`src/rtl/vd_pkg.sv`:
```
package vd_pkg;
  typedef enum logic [1:0] {
    MODE_PAR  = 2'd0,
    MODE_LR   = 2'd1,
    MODE_RL   = 2'd2,
    MODE_LONG = 2'd3
  } mode_e;

  typedef enum logic [1:0] {
    UNIT_MEM = 2'd0,
    UNIT_INT = 2'd1,
    UNIT_ANY = 2'd2
  } unit_e;

  typedef enum logic [1:0] {
    ST_IDLE = 2'd0,
    ST_ISS1 = 2'd1,
    ST_ISS2 = 2'd2,
    ST_DONE = 2'd3
  } state_e;
endpackage

```
`src/rtl/vd_decode.sv`:
```
module vd_decode
  import vd_pkg::*;
#(
  parameter int SLOT_W = 32,
  localparam int WORD_W = 2 * SLOT_W
) (
  input  logic [WORD_W-1:0] word_i,
  output mode_e             mode_o,
  output logic [WORD_W-1:0] data1_o,
  output logic [WORD_W-1:0] data2_o,
  output unit_e             unit1_o,
  output unit_e             unit2_o,
  output logic              seq_o
);
  logic [WORD_W-1:0] left_ext, right_ext;

  assign left_ext  = {{SLOT_W{1'b0}}, word_i[WORD_W-1:SLOT_W]};
  assign right_ext = {{SLOT_W{1'b0}}, word_i[SLOT_W-1:0]};
  assign mode_o    = mode_e'({word_i[0], word_i[SLOT_W]});
  assign seq_o     = (mode_o == MODE_LR) || (mode_o == MODE_RL);

  always_comb begin
    data1_o = word_i;
    data2_o = word_i;
    unit1_o = UNIT_ANY;
    unit2_o = UNIT_ANY;
    unique case (mode_o)
      MODE_PAR: begin
        data1_o = left_ext;  unit1_o = UNIT_MEM;
        data2_o = right_ext; unit2_o = UNIT_INT;
      end
      MODE_LR: begin
        data1_o = left_ext;  unit1_o = UNIT_MEM;
        data2_o = right_ext; unit2_o = UNIT_ANY;
      end
      MODE_RL: begin
        data1_o = right_ext; unit1_o = UNIT_INT;
        data2_o = left_ext;  unit2_o = UNIT_ANY;
      end
      default: begin
        data1_o = word_i;    unit1_o = UNIT_ANY;
        data2_o = word_i;    unit2_o = UNIT_ANY;
      end
    endcase
  end
endmodule

```
`src/rtl/vd_merge.sv`:
```
module vd_merge #(
  parameter int ADDR_W = 32
) (
  input  logic              par_i,
  input  logic              two_i,
  input  logic              a_br_i,
  input  logic [ADDR_W-1:0] a_tgt_i,
  input  logic              b_br_i,
  input  logic [ADDR_W-1:0] b_tgt_i,
  output logic              vld_o,
  output logic [ADDR_W-1:0] tgt_o,
  output logic              err_o
);
  always_comb begin
    err_o = 1'b0;
    vld_o = a_br_i;
    tgt_o = a_tgt_i;
    if (two_i && !par_i) begin
      vld_o = b_br_i;
      tgt_o = b_tgt_i;
    end else if (two_i) begin
      err_o = a_br_i && b_br_i;
      vld_o = a_br_i ^ b_br_i;
      tgt_o = a_br_i ? a_tgt_i : b_tgt_i;
    end
  end
endmodule

```
`src/rtl/vliw_dispatch.sv`:
```
module vliw_dispatch
  import vd_pkg::*;
#(
  parameter int SLOT_W = 32,
  parameter int ADDR_W = 32,
  localparam int WORD_W = 2 * SLOT_W
) (
  input  logic              clk_i,
  input  logic              rst_ni,
  input  logic              start_i,
  input  logic [WORD_W-1:0] word_i,
  input  logic [ADDR_W-1:0] cur_addr_i,
  output logic              iss_vld_o,
  output logic [WORD_W-1:0] iss_data_o,
  output logic [1:0]        iss_unit_o,
  output logic              iss_long_o,
  output logic [ADDR_W-1:0] iss_addr_o,
  input  logic              res_vld_i,
  input  logic              res_br_i,
  input  logic [ADDR_W-1:0] res_tgt_i,
  input  logic              res_kill_i,
  output logic              commit_o,
  output logic              flag_clr_o,
  output logic              done_o,
  output logic              nxt_vld_o,
  output logic [ADDR_W-1:0] nxt_addr_o,
  output logic              err_o
);
  state_e            st_q, st_d;
  logic [WORD_W-1:0] word_q;
  logic [ADDR_W-1:0] addr_q, tgt1_q;
  logic              br1_q;

  mode_e             mode;
  logic [WORD_W-1:0] data1, data2;
  unit_e             unit1, unit2;
  logic              seq, accept, go2, finish;
  logic              m_vld, m_err;
  logic [ADDR_W-1:0] m_tgt;

  vd_decode #(.SLOT_W(SLOT_W)) u_dec (
    .word_i (word_q),
    .mode_o (mode),
    .data1_o(data1),
    .data2_o(data2),
    .unit1_o(unit1),
    .unit2_o(unit2),
    .seq_o  (seq)
  );

  // first operand: live result in ISS1, captured first result in ISS2
  vd_merge #(.ADDR_W(ADDR_W)) u_merge (
    .par_i  (mode == MODE_PAR),
    .two_i  (st_q == ST_ISS2),
    .a_br_i (st_q == ST_ISS1 ? res_br_i  : br1_q),
    .a_tgt_i(st_q == ST_ISS1 ? res_tgt_i : tgt1_q),
    .b_br_i (res_br_i),
    .b_tgt_i(res_tgt_i),
    .vld_o  (m_vld),
    .tgt_o  (m_tgt),
    .err_o  (m_err)
  );

  assign accept = res_vld_i && (st_q == ST_ISS1 || st_q == ST_ISS2);
  assign go2    = (mode == MODE_PAR) || (seq && !res_br_i && !res_kill_i);

  always_comb begin
    st_d = st_q;
    unique case (st_q)
      ST_IDLE: if (start_i) st_d = ST_ISS1;
      ST_ISS1: if (res_vld_i) st_d = go2 ? ST_ISS2 : ST_DONE;
      ST_ISS2: if (res_vld_i) st_d = ST_DONE;
      default: st_d = ST_IDLE;
    endcase
  end

  assign finish = accept && (st_d == ST_DONE);

  always_ff @(posedge clk_i or negedge rst_ni) begin
    if (!rst_ni) begin
      st_q       <= ST_IDLE;
      word_q     <= '0;
      addr_q     <= '0;
      br1_q      <= 1'b0;
      tgt1_q     <= '0;
      nxt_vld_o  <= 1'b0;
      nxt_addr_o <= '0;
      err_o      <= 1'b0;
    end else begin
      st_q <= st_d;
      if (st_q == ST_IDLE && start_i) begin
        word_q <= word_i;
        addr_q <= cur_addr_i;
      end
      if (st_q == ST_ISS1 && res_vld_i) begin
        br1_q  <= res_br_i;
        tgt1_q <= res_tgt_i;
      end
      if (finish) begin
        nxt_vld_o  <= m_vld;
        nxt_addr_o <= m_tgt;
        err_o      <= m_err;
      end
    end
  end

  assign iss_vld_o  = (st_q == ST_ISS1) || (st_q == ST_ISS2);
  assign iss_data_o = (st_q == ST_ISS2) ? data2 : data1;
  assign iss_unit_o = (st_q == ST_ISS2) ? unit2 : unit1;
  assign iss_long_o = (st_q == ST_ISS1) && (mode == MODE_LONG);
  assign iss_addr_o = addr_q;
  assign commit_o   = accept && ((st_q == ST_ISS2) || (mode != MODE_PAR));
  assign flag_clr_o = (st_q == ST_IDLE && start_i) || (st_q == ST_DONE);
  assign done_o     = (st_q == ST_DONE);

  assert_done_pulse_R10: assert property (@(posedge clk_i) disable iff (!rst_ni)
    done_o |=> !done_o);

  assert_issue_hold_R11: assert property (@(posedge clk_i) disable iff (!rst_ni)
    (iss_vld_o && !res_vld_i) |=> (iss_vld_o && $stable(iss_data_o) && $stable(iss_unit_o)));

  assert_seq_stop_R5: assert property (@(posedge clk_i) disable iff (!rst_ni)
    (st_q == ST_ISS1 && res_vld_i && seq && (res_br_i || res_kill_i)) |=> done_o);

  assert_par_second_R2: assert property (@(posedge clk_i) disable iff (!rst_ni)
    (st_q == ST_ISS1 && res_vld_i && mode == MODE_PAR) |=> (iss_vld_o && iss_unit_o == UNIT_INT));

  assert_err_par_R7: assert property (@(posedge clk_i) disable iff (!rst_ni)
    (done_o && err_o) |-> (mode == MODE_PAR && !nxt_vld_o));

  assert_commit_R8: assert property (@(posedge clk_i) disable iff (!rst_ni)
    commit_o |-> (iss_vld_o && res_vld_i));
endmodule

```
`config.mk`:
```
export PLATFORM = sky130hd
export DESIGN_NAME = vliw_dispatch
export DESIGN_NICKNAME = d
export VERILOG_FILES = /design/src/rtl/vd_pkg.sv /design/src/rtl/vd_decode.sv /design/src/rtl/vd_merge.sv /design/src/rtl/vliw_dispatch.sv
export SDC_FILE = /design/constraint.sdc
export NUM_CORES = 1
export LEC_CHECK = 0
export ABC_AREA = 1
export BUFFER_PORTS_ARGS = -buffer_cell sky130_fd_sc_hd__buf_2
export CORE_MARGIN = 5
export CORE_UTILIZATION = 57
export CTS_CLUSTER_SIZE = 20
export DETAILED_ROUTE_END_ITERATION = 8
export PLACE_DENSITY = 0.86
export SETUP_SLACK_MARGIN = 0.3
export SYNTH_ARGS = -nofsm -noshare
export SYNTH_HDL_FRONTEND = slang
export SYNTH_HIERARCHICAL = 1
export SYNTH_SLANG_ARGS = --single-unit
```
`constraint.sdc`:
```
create_clock -name clk_i -period 3.5 [get_ports clk_i]
set_clock_uncertainty 0.2 [all_clocks]
set_input_delay 0.175 -clock clk_i [delete_from_list [all_inputs] [get_ports clk_i]]
set_output_delay 0.175 -clock clk_i [all_outputs]
set_load 0.01 [all_outputs]
```
==> impl_metrics.py, run 1 <==
metrics = {
    "sta": {
        "relSlewSlack": 0.2154,
        "period_share": 0.8736,
        "worst_pin_slew_ps": 1173,
        "rsz0062_at_grt": "yes",
        "hold_viol": 0,
        "slew_violations": 0,
        "setup_viol": 0,
        "max_freq_mhz": 327.1,
        "tns_ps": 0,
        "fin_ws_ps": 442.6,
        "period_minus_slack_ps": 3057,
    },
    "power_and_ir_drop": {
        "vdd_ir_drop_max_mv": 0.5630,
        "powerDensity_nw_per_um2": 945.2,
        "p_leak_uw": 0.007060,
    },
    "drt": {
        "routedWlPerCell_um": 16.58,
        "vias": 9629,
        "ant_nets": 0,
        "vias_per_cell": 5.367,
        "drt_iter0_drc": 844,
        "drc": 0,
        "drt-pass1-iter-count": 6,
        "routed_wl_um": 29750,
    },
    "worst_setup_path": {
        "cp_data_arrival_time_ps": 2680,
        "cp-end-kind": "primary output",
        "worstSetupStartpointType": "flip-flop",
        "critical_path_class": "reg2out",
        "crit_chain": "ha_1 > inv_2 > nand2_1 > nand2_1 > o21ai_0 > nand2_1 > nand2_1 > buf_2",
        "worstPathMaxFanout": 24,
        "critPathTopFamily": "simple AND/OR/NAND/NOR gates",
        "critPathBufInv": 2,
        "cp.required_ps": 3120,
        "cpMostUsedCell": "nand2_1",
        "r2r-start": "st_q[1]",
        "crit_start": "word_q[32]",
        "critical_path.slowest_cell": "nand2_1",
        "critPathMaxStageDelay_ps": 600,
    },
    "global_routing": {
        "grt_pass1_vias": 9586,
        "grtUsageTotal": 0.3057,
        "grt_pass1_wl_um": 48620,
        "grt_overflow": 0,
        "grt_max_degree": 98,
        "antenna_found_initial": 2,
    },
    "placement": {
        "post-place-ws_ps": 640.1,
        "gp_congestion": 0.8429,
        "dp.cells": 1628,
        "port_buffers": 270,
        "dp_hpwl_um": 18420,
        "placed_area_sq_um": 10590,
    },
    "final_layout": {
        "num-nets-final": 1706,
        "antenna-diode-count": 0,
        "syn2layout_area_growth_pct": 32.82,
        "postLayoutCellArea_sq_um": 12600,
        "layout-drive-gt1-share": 0.2141,
        "instances_no_fill": 1794,
    },
    "clock_tree": {
        "clk_pin_slew_ps": 60,
        "cts.sinks": 165,
        "cts_tree": "built",
        "cts_buffer_depth": 2,
        "h-tree-depth": 4,
        "worstSkewPairLatency_ps": 430,
        "clockRootBuffer": "clkbuf_16",
        "numCtsBuffers": 17,
    },
    "synth": {
        "synth_top_area_share": 0.4353,
        "syn_inst": 1235,
        "synth_area_sq_um": 9485,
        "synth_seq_cells": 165,
        "synth_cell_type_count": 23,
        "synth.avg_cell_area_sq_um": 7.680,
        "synth_top_area_cell": "dfrtp_1",
        "ys_warn_count": 6,
        "syn_nets": 1380,
        "synthTopCellsByArea": "dfrtp_1, nand2_1, mux2_1, o21ai_0, nand3_1",
        "ys_seq_area_frac": 0.4353,
    },
    "floorplan": {
        "die_h_um": 139,
        "dieArea_sq_um": 19320,
        "die_w_um": 139,
        "core_area_sq_um": 16470,
        "io-pin-count": 271,
        "start_util": 0.5761,
        "fp-row-count": 47,
    },
    "hold_path": {
        "min_from": "res_vld_i",
        "hold_class": "in2reg",
    },
    "run_status": {
        "status": "complete, no violations",
    },
    "run": {
        "maxCapViolations": 0,
    },
}
[repair_timing]
| item | 4_1_cts | 5_1_grt |
|---|---|---|
| setup buffers | 0 | 3 |
| gates resized for setup | 2 | 3 |
| pin swaps | 0 | 1 |
| hold endpoints to repair | 258 | 0 |
| cloned | 0 | 1 |
| hold buffers | 130 | 0 |
| endpoints found under the setup margin | 20 | 24 |
[through the flow]
stage | power, uW | hold slack [ps] | utilization
global placement | 9204 | 130.3 | 0.6432
floorplan | 7626 | -320.6 | -
CTS | 11710 | 36.57 | 0.7630
finish | 11910 | 50.89 | 0.7651
detailed placement | 9419 | 139.7 | 0.6432
global route | 12790 | 77.54 | 0.7651
[routing by layer]
metal,GRT usage,vias up,wire length (um)
li1,-,4477,-
met1,0.3688,4427,11150
met2,0.5219,603,14660
met3,0.07828,118,2718
met4,0.1282,4,1196
met5,0,-,21
[sequential cells by signal (all words and copies together), names as in the netlist]
name,cells
br1_q,1
err_o,1
iss_addr_o,32
nxt_addr_o,32
nxt_vld_o,1
st_q,2
tgt1_q,32
word_q,64
[placed cells by master (no fill, tap or decap)]
cell,netlist,layout
nand2_1,565,560
buf_2,34,269
dfrtp_1,165,165
dlygate4sd3_1,0,130
mux2_1,96,96
inv_1,89,88
o21ai_0,76,76
nand3_1,74,74
o21ai_1,33,33
clkbuf_16,0,17
buf_4,41,14
ha_1,11,10
inv_2,6,6
nand2_2,1,5
bufinv_16,0,5
clkinvlp_4,0,5
inv_6,0,4
nand2_4,2,3
nor2_1,2,2
nor2_4,2,2
inv_8,0,2
or2_1,1,1
nand3_4,1,1
nor3_1,1,1
a21oi_1,1,1
ha_4,0,1
clkinv_4,0,1
buf_6,6,1
buf_12,0,1
[area by class of cell]
class                      count  area [sq um]
sequential                   165          4129
inverter                      95         360.3
timing repair inverter         1         7.507
clock buffer                  17         425.4
multi-input combinational    866          4378
fill                        1099          3867
timing repair buffer         415          2784
clock inverter                15         239.0
tap                          220         275.3
[worst reg2reg max path, cell delays in order (launching register included)]
cell and delay, ps:
dfrtp_1 430, inv_1 130, ha_1 250, inv_2 220, o21ai_0 430, nand2_2 340, nand2_4 420, nand2_1 150
nand2_1 120, nand3_1 80, nand2_1 90
[worst paths after layout]
path / cells after the start / to / slack [ps]
worst max-delay path: 8 / iss_data_o[1] / 440
worst min-delay path: 5 / st_q[1] / 50
worst max register to register: 10 / nxt_addr_o[27] / 590
worst min register to register: 2 / nxt_addr_o[18] / 270
max in group asynchronous: 3 / iss_addr_o[11] / 2020
min in group asynchronous: 2 / word_q[48] / 190
[Yosys cell counts, drive strengths merged]
library cell and instances:
or2 1, nand3 75, nor2 4, dfrtp 165, ha 11, buf 86, clkbuf 23, a21oi 1
nor3 1, nand2 568, inv 95, o21ai 109, mux2 96
[logic make-up after synthesis]
family | share of synthesized area
and+or+nand+nor | 0.2719
buffers and inverters | 0.1063
DFF | 0.4353
AOI/OAI and AO/OA | 0.05804
muxes | 0.1140
adders and majority gates | 0.01451
[where the power goes]
| group | leakage, uW | switching [uW] | internal [uW] |
|---|---|---|---|
| Combinational | 0.00474 | 3970 | 2320 |
| Sequential | 0.00201 | 688 | 2820 |
| Clock | 0.000315 | 826 | 1290 |
Power figures use the tool's default switching activity.
==> inputs of run 2 (changes only) <==
--- a/config.mk
+++ b/config.mk
@@ -5,13 +5,12 @@
 export SDC_FILE = /design/constraint.sdc
 export NUM_CORES = 1
 export LEC_CHECK = 0
-export ABC_AREA = 1
 export BUFFER_PORTS_ARGS = -buffer_cell sky130_fd_sc_hd__buf_2
 export CORE_MARGIN = 5
 export CORE_UTILIZATION = 57
 export CTS_CLUSTER_SIZE = 20
 export DETAILED_ROUTE_END_ITERATION = 8
-export PLACE_DENSITY = 0.86
+export PLACE_DENSITY = 0.87
 export SETUP_SLACK_MARGIN = 0.3
 export SYNTH_ARGS = -nofsm -noshare
 export SYNTH_HDL_FRONTEND = slang
==> constraint.sdc (replaced) <==
create_clock -name clk_i -period 3.6 [get_ports clk_i]
set_clock_uncertainty 0.2 [all_clocks]
set_input_delay 0.18 -clock clk_i [delete_from_list [all_inputs] [get_ports clk_i]]
set_output_delay 0.18 -clock clk_i [all_outputs]
set_load 0.01 [all_outputs]
==> impl_metrics.py, run 2 <==
metrics = {
    "global_routing": {
        "grt_pass1_wl_um": 42820,
        "grt_overflow": 0,
        "antenna_found_initial": 2,
        "grtUsageTotal": 0.2981,
        "grt_max_degree": 90,
        "grt_pass1_vias": 8000,
    },
    "floorplan": {
        "die_h_um": 136.4,
        "start_util": 0.5772,
        "fp-row-count": 46,
        "dieArea_sq_um": 18600,
        "die_w_um": 136.4,
        "io-pin-count": 271,
        "core_area_sq_um": 15770,
    },
    "drt": {
        "vias_per_cell": 5.548,
        "ant_nets": 0,
        "routed_wl_um": 27000,
        "drc": 0,
        "drt-pass1-iter-count": 5,
        "vias": 7024,
        "drt_iter0_drc": 384,
        "routedWlPerCell_um": 21.33,
    },
    "sta": {
        "rsz0062_at_grt": "no",
        "tns_ps": 0,
        "period_share": 0.8411,
        "max_freq_mhz": 330.3,
        "setup_viol": 0,
        "period_minus_slack_ps": 3028,
        "slew_violations": 0,
        "relSlewSlack": 0.5103,
        "hold_slack_ps": 154.3,
        "worst_pin_slew_ps": 734.6,
        "hold_viol": 0,
    },
    "placement": {
        "gp_congestion": 0.7695,
        "port_buffers": 270,
        "dp_hpwl_um": 15280,
    },
    "worst_setup_path": {
        "worstSetupStartpointType": "flip-flop",
        "cp_data_arrival_time_ps": 2650,
        "critical_path.slowest_cell": "or2_2",
        "critical_path_class": "reg2out",
        "worstPathMaxFanout": 23,
        "cp-end-kind": "primary output",
        "crit_chain": "ha_1 > buf_4 > or2_2 > a22o_1 > mux2_2 > buf_2",
        "critPathMaxStageDelay_ps": 540,
        "reg2reg_slack_ps": 640,
        "cp.required_ps": 3220,
    },
    "run": {
        "maxCapViolations": 0,
    },
    "clock_tree": {
        "cts_tree": "built",
        "cts_buffer_depth": 2,
        "postCtsSetupBuffers": 0,
        "clk_pin_slew_ps": 60,
        "clockRootBuffer": "clkbuf_16",
        "h-tree-depth": 4,
        "worstSkewPairLatency_ps": 430,
        "cts.sinks": 165,
        "numCtsBuffers": 17,
    },
    "synth": {
        "synth_cell_type_count": 29,
        "synth_area_sq_um": 9102,
        "synthFlopType": "dfrtp_1",
        "synth_seq_cells": 165,
        "yosysMostFrequentCell": "mux2_2",
        "syn_inst": 682,
        "synth.avg_cell_area_sq_um": 13.35,
        "syn_nets": 827,
        "synth_edf_count": 0,
        "async_reset_ff_frac": 1.000,
        "synth_top_area_cell": "dfrtp_1",
        "ys_warn_count": 6,
        "ys_seq_area_frac": 0.4536,
        "synthTopCellsByArea": "dfrtp_1, mux2_2, a22o_1, mux2_1, buf_4",
        "synth_common_cells": "mux2_2, dfrtp_1, a22o_1",
        "synth_top_area_share": 0.4536,
    },
    "power_and_ir_drop": {
        "intPower_uw": 7292,
        "p_switching_uw": 4327,
        "powerDensity_nw_per_um2": 938.0,
        "p_leak_uw": 0.005888,
        "vdd_ir_drop_max_mv": 0.4772,
        "netSwitchingFraction": 0.3724,
        "comb_power_share": 0.526,
        "p_seq_frac": 0.297,
        "p_clk_frac": 0.177,
    },
    "hold_path": {
        "hold_class": "in2async",
    },
    "final_layout": {
        "num-nets-final": 1181,
        "layout-drive-gt1-share": 0.5697,
        "final_common_cell": "mux2_2",
        "largest_register_ffs": 64,
        "regMostFlops": "word_q",
        "fill_cells": 893,
        "syn2layout_area_growth_pct": 36.08,
        "layout_common_cells": "mux2_2, buf_2, dfrtp_1",
    },
    "run_status": {
        "status": "complete, no violations",
    },
}
==> run 2: cell types whose count changed in the layout (fill, tap and decap cells not counted), moves of 5 or more <==
cell and change:
mux2_2 +273, nand2_1 -559, buf_4 -5, and2_1 +31, o21ai_1 -33, mux2_1 -64, nor2_1 +6, a22o_1 +51
o21ai_0 -76, inv_2 -6, nand3_1 -74, inv_1 -81
==> run 2: power groups by stage <==
stage | registers, uW | clock network (uW) | logic, uW
after floorplan | 3430 | 0 | 4100
after global placement | 3340 | 0 | 5620
after detailed placement | 3400 | 0 | 5760
after CTS | 3380 | 2080 | 5950
after global routing | 3560 | 2170 | 6530
final | 3450 | 2060 | 6110
==> run 2: what timing repair did <==
action / in CTS / in global routing
hold buffers: 134 / 0
gates resized for setup: 0 / 1
endpoints found under the hold margin: 239 / 0
endpoints found under the setup margin: 0 / 1
==> run 2: through the flow <==
step | total power, uW | std cells | instance area [sq um] | util | setup WS, ps
CTS | 11420 | 1264 | 12380 | 0.7850 | 428.7
finish | 11620 | 1266 | 12390 | 0.7855 | 572.2
detailed placement | 9158 | 1099 | 10380 | 0.6579 | 728.3
floorplan | 7525 | 682 | 9102 | - | 1122
global placement | 8962 | 1099 | 10380 | 0.6579 | 805.5
global route | 12260 | 1266 | 12390 | 0.7855 | 481.5
==> run 2: metal layers <==
metal | vias up | part of all wire | global-route usage
met5 | - | 0 | 0
met4 | 0 | 0.038 | 0.1450
met3 | 87 | 0.068 | 0.07476
met2 | 307 | 0.53 | 0.5374
met1 | 3481 | 0.37 | 0.3258
li1 | 3149 | - | -
==> run 2: kinds of logic (layout without fill, tap and decap cells) <==
kind of cell	Yosys count	after routing	share of synthesized area
compound gates	59	59	0.05732
other cells	0	2	0
flops	165	165	0.4536
simple gates	52	52	0.03492
mux	306	306	0.3784
fa+ha+maj	11	11	0.01512
buf+inv	89	455	0.06062
==> run 2: critical path, delay by kind of cell, from the launching register on <==
kind	cells	cell delay (ps)
simple gates	1	540
flops	1	430
buf+inv	2	390
compound gates	1	310
fa+ha+maj	1	280
mux	1	270
==> run 2: area by class of cell <==
type                    instances  area (sq um)  share of cell area
clock inverters                10         192.7             0.01556
flip-flops and latches        165          4129              0.3333
multi-input cells             428          4447              0.3590
diodes                          2         5.005           0.0004040
inverters                       7         26.28            0.002121
well taps                     216         270.3             0.02182
clock buffers                  21         470.5             0.03798
repair buffers                417          2846              0.2298
==> run 2: final timing paths <==
kind,start,end,depth (start not counted)
max in group asynchronous,rst_ni,iss_addr_o[4],3
worst min-delay path,rst_ni,word_q[51],2
worst max register to register,st_q[1],nxt_addr_o[30],9
worst min register to register,nxt_addr_o[31],nxt_addr_o[31],1
worst max-delay path,word_q[32],iss_data_o[16],6
min in group clk_i,nxt_addr_o[31],nxt_addr_o[31],1
==> inputs of run 3 (changes only) <==
--- a/config.mk
+++ b/config.mk
@@ -5,12 +5,13 @@
 export SDC_FILE = /design/constraint.sdc
 export NUM_CORES = 1
 export LEC_CHECK = 0
+export ABC_AREA = 1
 export BUFFER_PORTS_ARGS = -buffer_cell sky130_fd_sc_hd__buf_2
 export CORE_MARGIN = 5
-export CORE_UTILIZATION = 57
+export CORE_UTILIZATION = 48
 export CTS_CLUSTER_SIZE = 20
 export DETAILED_ROUTE_END_ITERATION = 8
-export PLACE_DENSITY = 0.87
+export PLACE_DENSITY = 0.78
 export SETUP_SLACK_MARGIN = 0.3
 export SYNTH_ARGS = -nofsm -noshare
 export SYNTH_HDL_FRONTEND = slang
==> constraint.sdc (replaced) <==
create_clock -name clk_i -period 2.6 [get_ports clk_i]
set_clock_uncertainty 0.2 [all_clocks]
set_input_delay 0.13 -clock clk_i [delete_from_list [all_inputs] [get_ports clk_i]]
set_output_delay 0.13 -clock clk_i [all_outputs]
set_load 0.01 [all_outputs]
==> impl_metrics.py, run 3 (synthesis gave the netlist of run 1 again) <==
metrics = {
    "clock_tree": {
        "numCtsBuffers": 17,
        "cts.sinks": 165,
        "worstSkewPairLatency_ps": 420,
        "cts_tree": "built",
        "clockRootBuffer": "clkbuf_16",
        "cts_buffer_depth": 2,
        "h-tree-depth": 4,
        "clk_pin_slew_ps": 70,
    },
    "power_and_ir_drop": {
        "p_switching_uw": 7705,
        "intPower_uw": 9064,
        "netSwitchingFraction": 0.4595,
        "powerDensity_nw_per_um2": 1268,
        "p_clk_frac": 0.148,
        "p_seq_frac": 0.280,
        "vdd_ir_drop_max_mv": 0.7372,
        "p_leak_uw": 0.007319,
        "comb_power_share": 0.571,
    },
    "final_layout": {
        "instances_no_fill": 1879,
        "regMostFlops": "word_q",
        "largest_register_ffs": 64,
        "num-nets-final": 1746,
        "antenna-diode-count": 0,
        "layout_common_cells": "nand2_1, buf_2, dfrtp_1",
        "syn2layout_area_growth_pct": 39.40,
        "fill_cells": 1456,
        "final_common_cell": "nand2_1",
        "layout-drive-gt1-share": 0.2392,
    },
    "sta": {
        "relSlewSlack": 0.5001,
        "fin_ws_ps": 276.2,
        "slew_violations": 0,
        "tns_ps": 0,
        "hold_viol": 0,
        "max_freq_mhz": 430.3,
        "period_minus_slack_ps": 2324,
        "period_share": 0.8938,
        "rsz0062_at_grt": "yes",
        "worst_pin_slew_ps": 749.8,
        "setup_viol": 0,
    },
    "worst_setup_path": {
        "r2r_cells": 10,
        "cp.required_ps": 2270,
        "cp_data_arrival_time_ps": 1990,
        "r2r-start": "st_q[1]",
        "r2r-end": "nxt_addr_o[4]",
        "worstSetupStartpointType": "flip-flop",
        "critical_path_class": "reg2out",
        "worstPathMaxFanout": 12,
        "reg2reg_slack_ps": 420,
        "cp-end-kind": "primary output",
    },
    "global_routing": {
        "grt_pass1_vias": 9387,
        "grt_pass1_wl_um": 46600,
        "antenna_found_initial": 2,
        "grt_overflow": 0,
        "grt_max_degree": 77,
        "grtUsageTotal": 0.2578,
    },
    "drt": {
        "drt_iter0_drc": 673,
        "vias_per_cell": 5.065,
        "drt-pass1-iter-count": 5,
        "routed_wl_um": 30460,
        "vias": 9518,
        "routedWlPerCell_um": 16.21,
        "ant_nets": 0,
        "drc": 0,
    },
    "placement": {
        "post-place-ws_ps": 121.3,
        "dp_hpwl_um": 18480,
        "port_buffers": 270,
        "dp.cells": 1684,
        "gp_congestion": 0.8270,
    },
    "floorplan": {
        "die_w_um": 150.6,
        "core_area_sq_um": 19460,
        "dieArea_sq_um": 22670,
        "io-pin-count": 271,
        "die_h_um": 150.6,
        "start_util": 0.4874,
        "fp-row-count": 51,
    },
    "hold_path": {
        "hold_class": "in2async",
    },
    "run": {
        "maxCapViolations": 0,
    },
    "run_status": {
        "status": "complete, no violations",
    },
}
## run 3: worst max-delay path by stage
stage / from / endpoint
after CTS: word_q[32] / iss_data_o[4]
after floorplan: st_q[1] / nxt_addr_o[25]
after global placement: word_q[0] / iss_data_o[31]
after global routing: word_q[0] / iss_data_o[26]
final: word_q[0] / iss_data_o[31]
after detailed placement: word_q[0] / iss_data_o[31]
## run 3: what timing repair did
item                                    CTS  global route
hold endpoints to repair                234             0
cloned                                    1             7
pin swaps                                 2             7
hold buffers                            136             0
buffers inserted                         11             8
endpoints found under the setup margin   68           101
gates resized for setup                  31            30
## run 3: stage by stage
stage                 util  hold slack, ps  cell area, sq um  total power (uW)
floorplan                -          -365.6              9485             10270
global placement    0.5539           23.44             10780             12590
detailed placement  0.5539           20.34             10780             12860
CTS                 0.6650           126.9             12940             16030
global route        0.6794           155.8             13220             18050
finish              0.6794           89.45             13220             16770
## run 3: layout make-up
type                       instances  area [sq um]  share of cell area
clock inverter                    14         141.4             0.01069
sequential                       165          4131              0.3125
inverter                          95         365.4             0.02763
tap                              265         331.6             0.02508
timing repair buffer             454          3342              0.2527
clock buffer                      18         429.2             0.03246
multi-input combinational        868          4482              0.3389
## run 3: power groups by stage
stage | clock (uW) | sequential (uW) | combinational, uW
2_1_floorplan | 0 | 4690 | 5580
3_3_place_gp | 0 | 4620 | 7970
3_5_place_dp | 0 | 4670 | 8190
4_1_cts | 2540 | 4650 | 8840
5_1_grt | 2650 | 4830 | 10600
6_report | 2490 | 4700 | 9580
## run 3: worst max-delay path: stages (launching register included)
cell and delay (ps):
dfrtp_2 470, ha_4 200, inv_4 90, buf_4 230, nand2_4 150, nand2_1 90, nand2_1 50, nand2_1 50
nand2_1 90, buf_2 150
## run 3: metal layers
| metal | wire [um] | global-route usage | up-vias |
|---|---|---|---|
| met3 | 2686 | 0.06171 | 61 |
| li1 | - | - | 4554 |
| met4 | 746 | 0.08704 | 4 |
| met2 | 15170 | 0.4481 | 456 |
| met5 | 14 | 0 | - |
| met1 | 11840 | 0.3148 | 4443 |
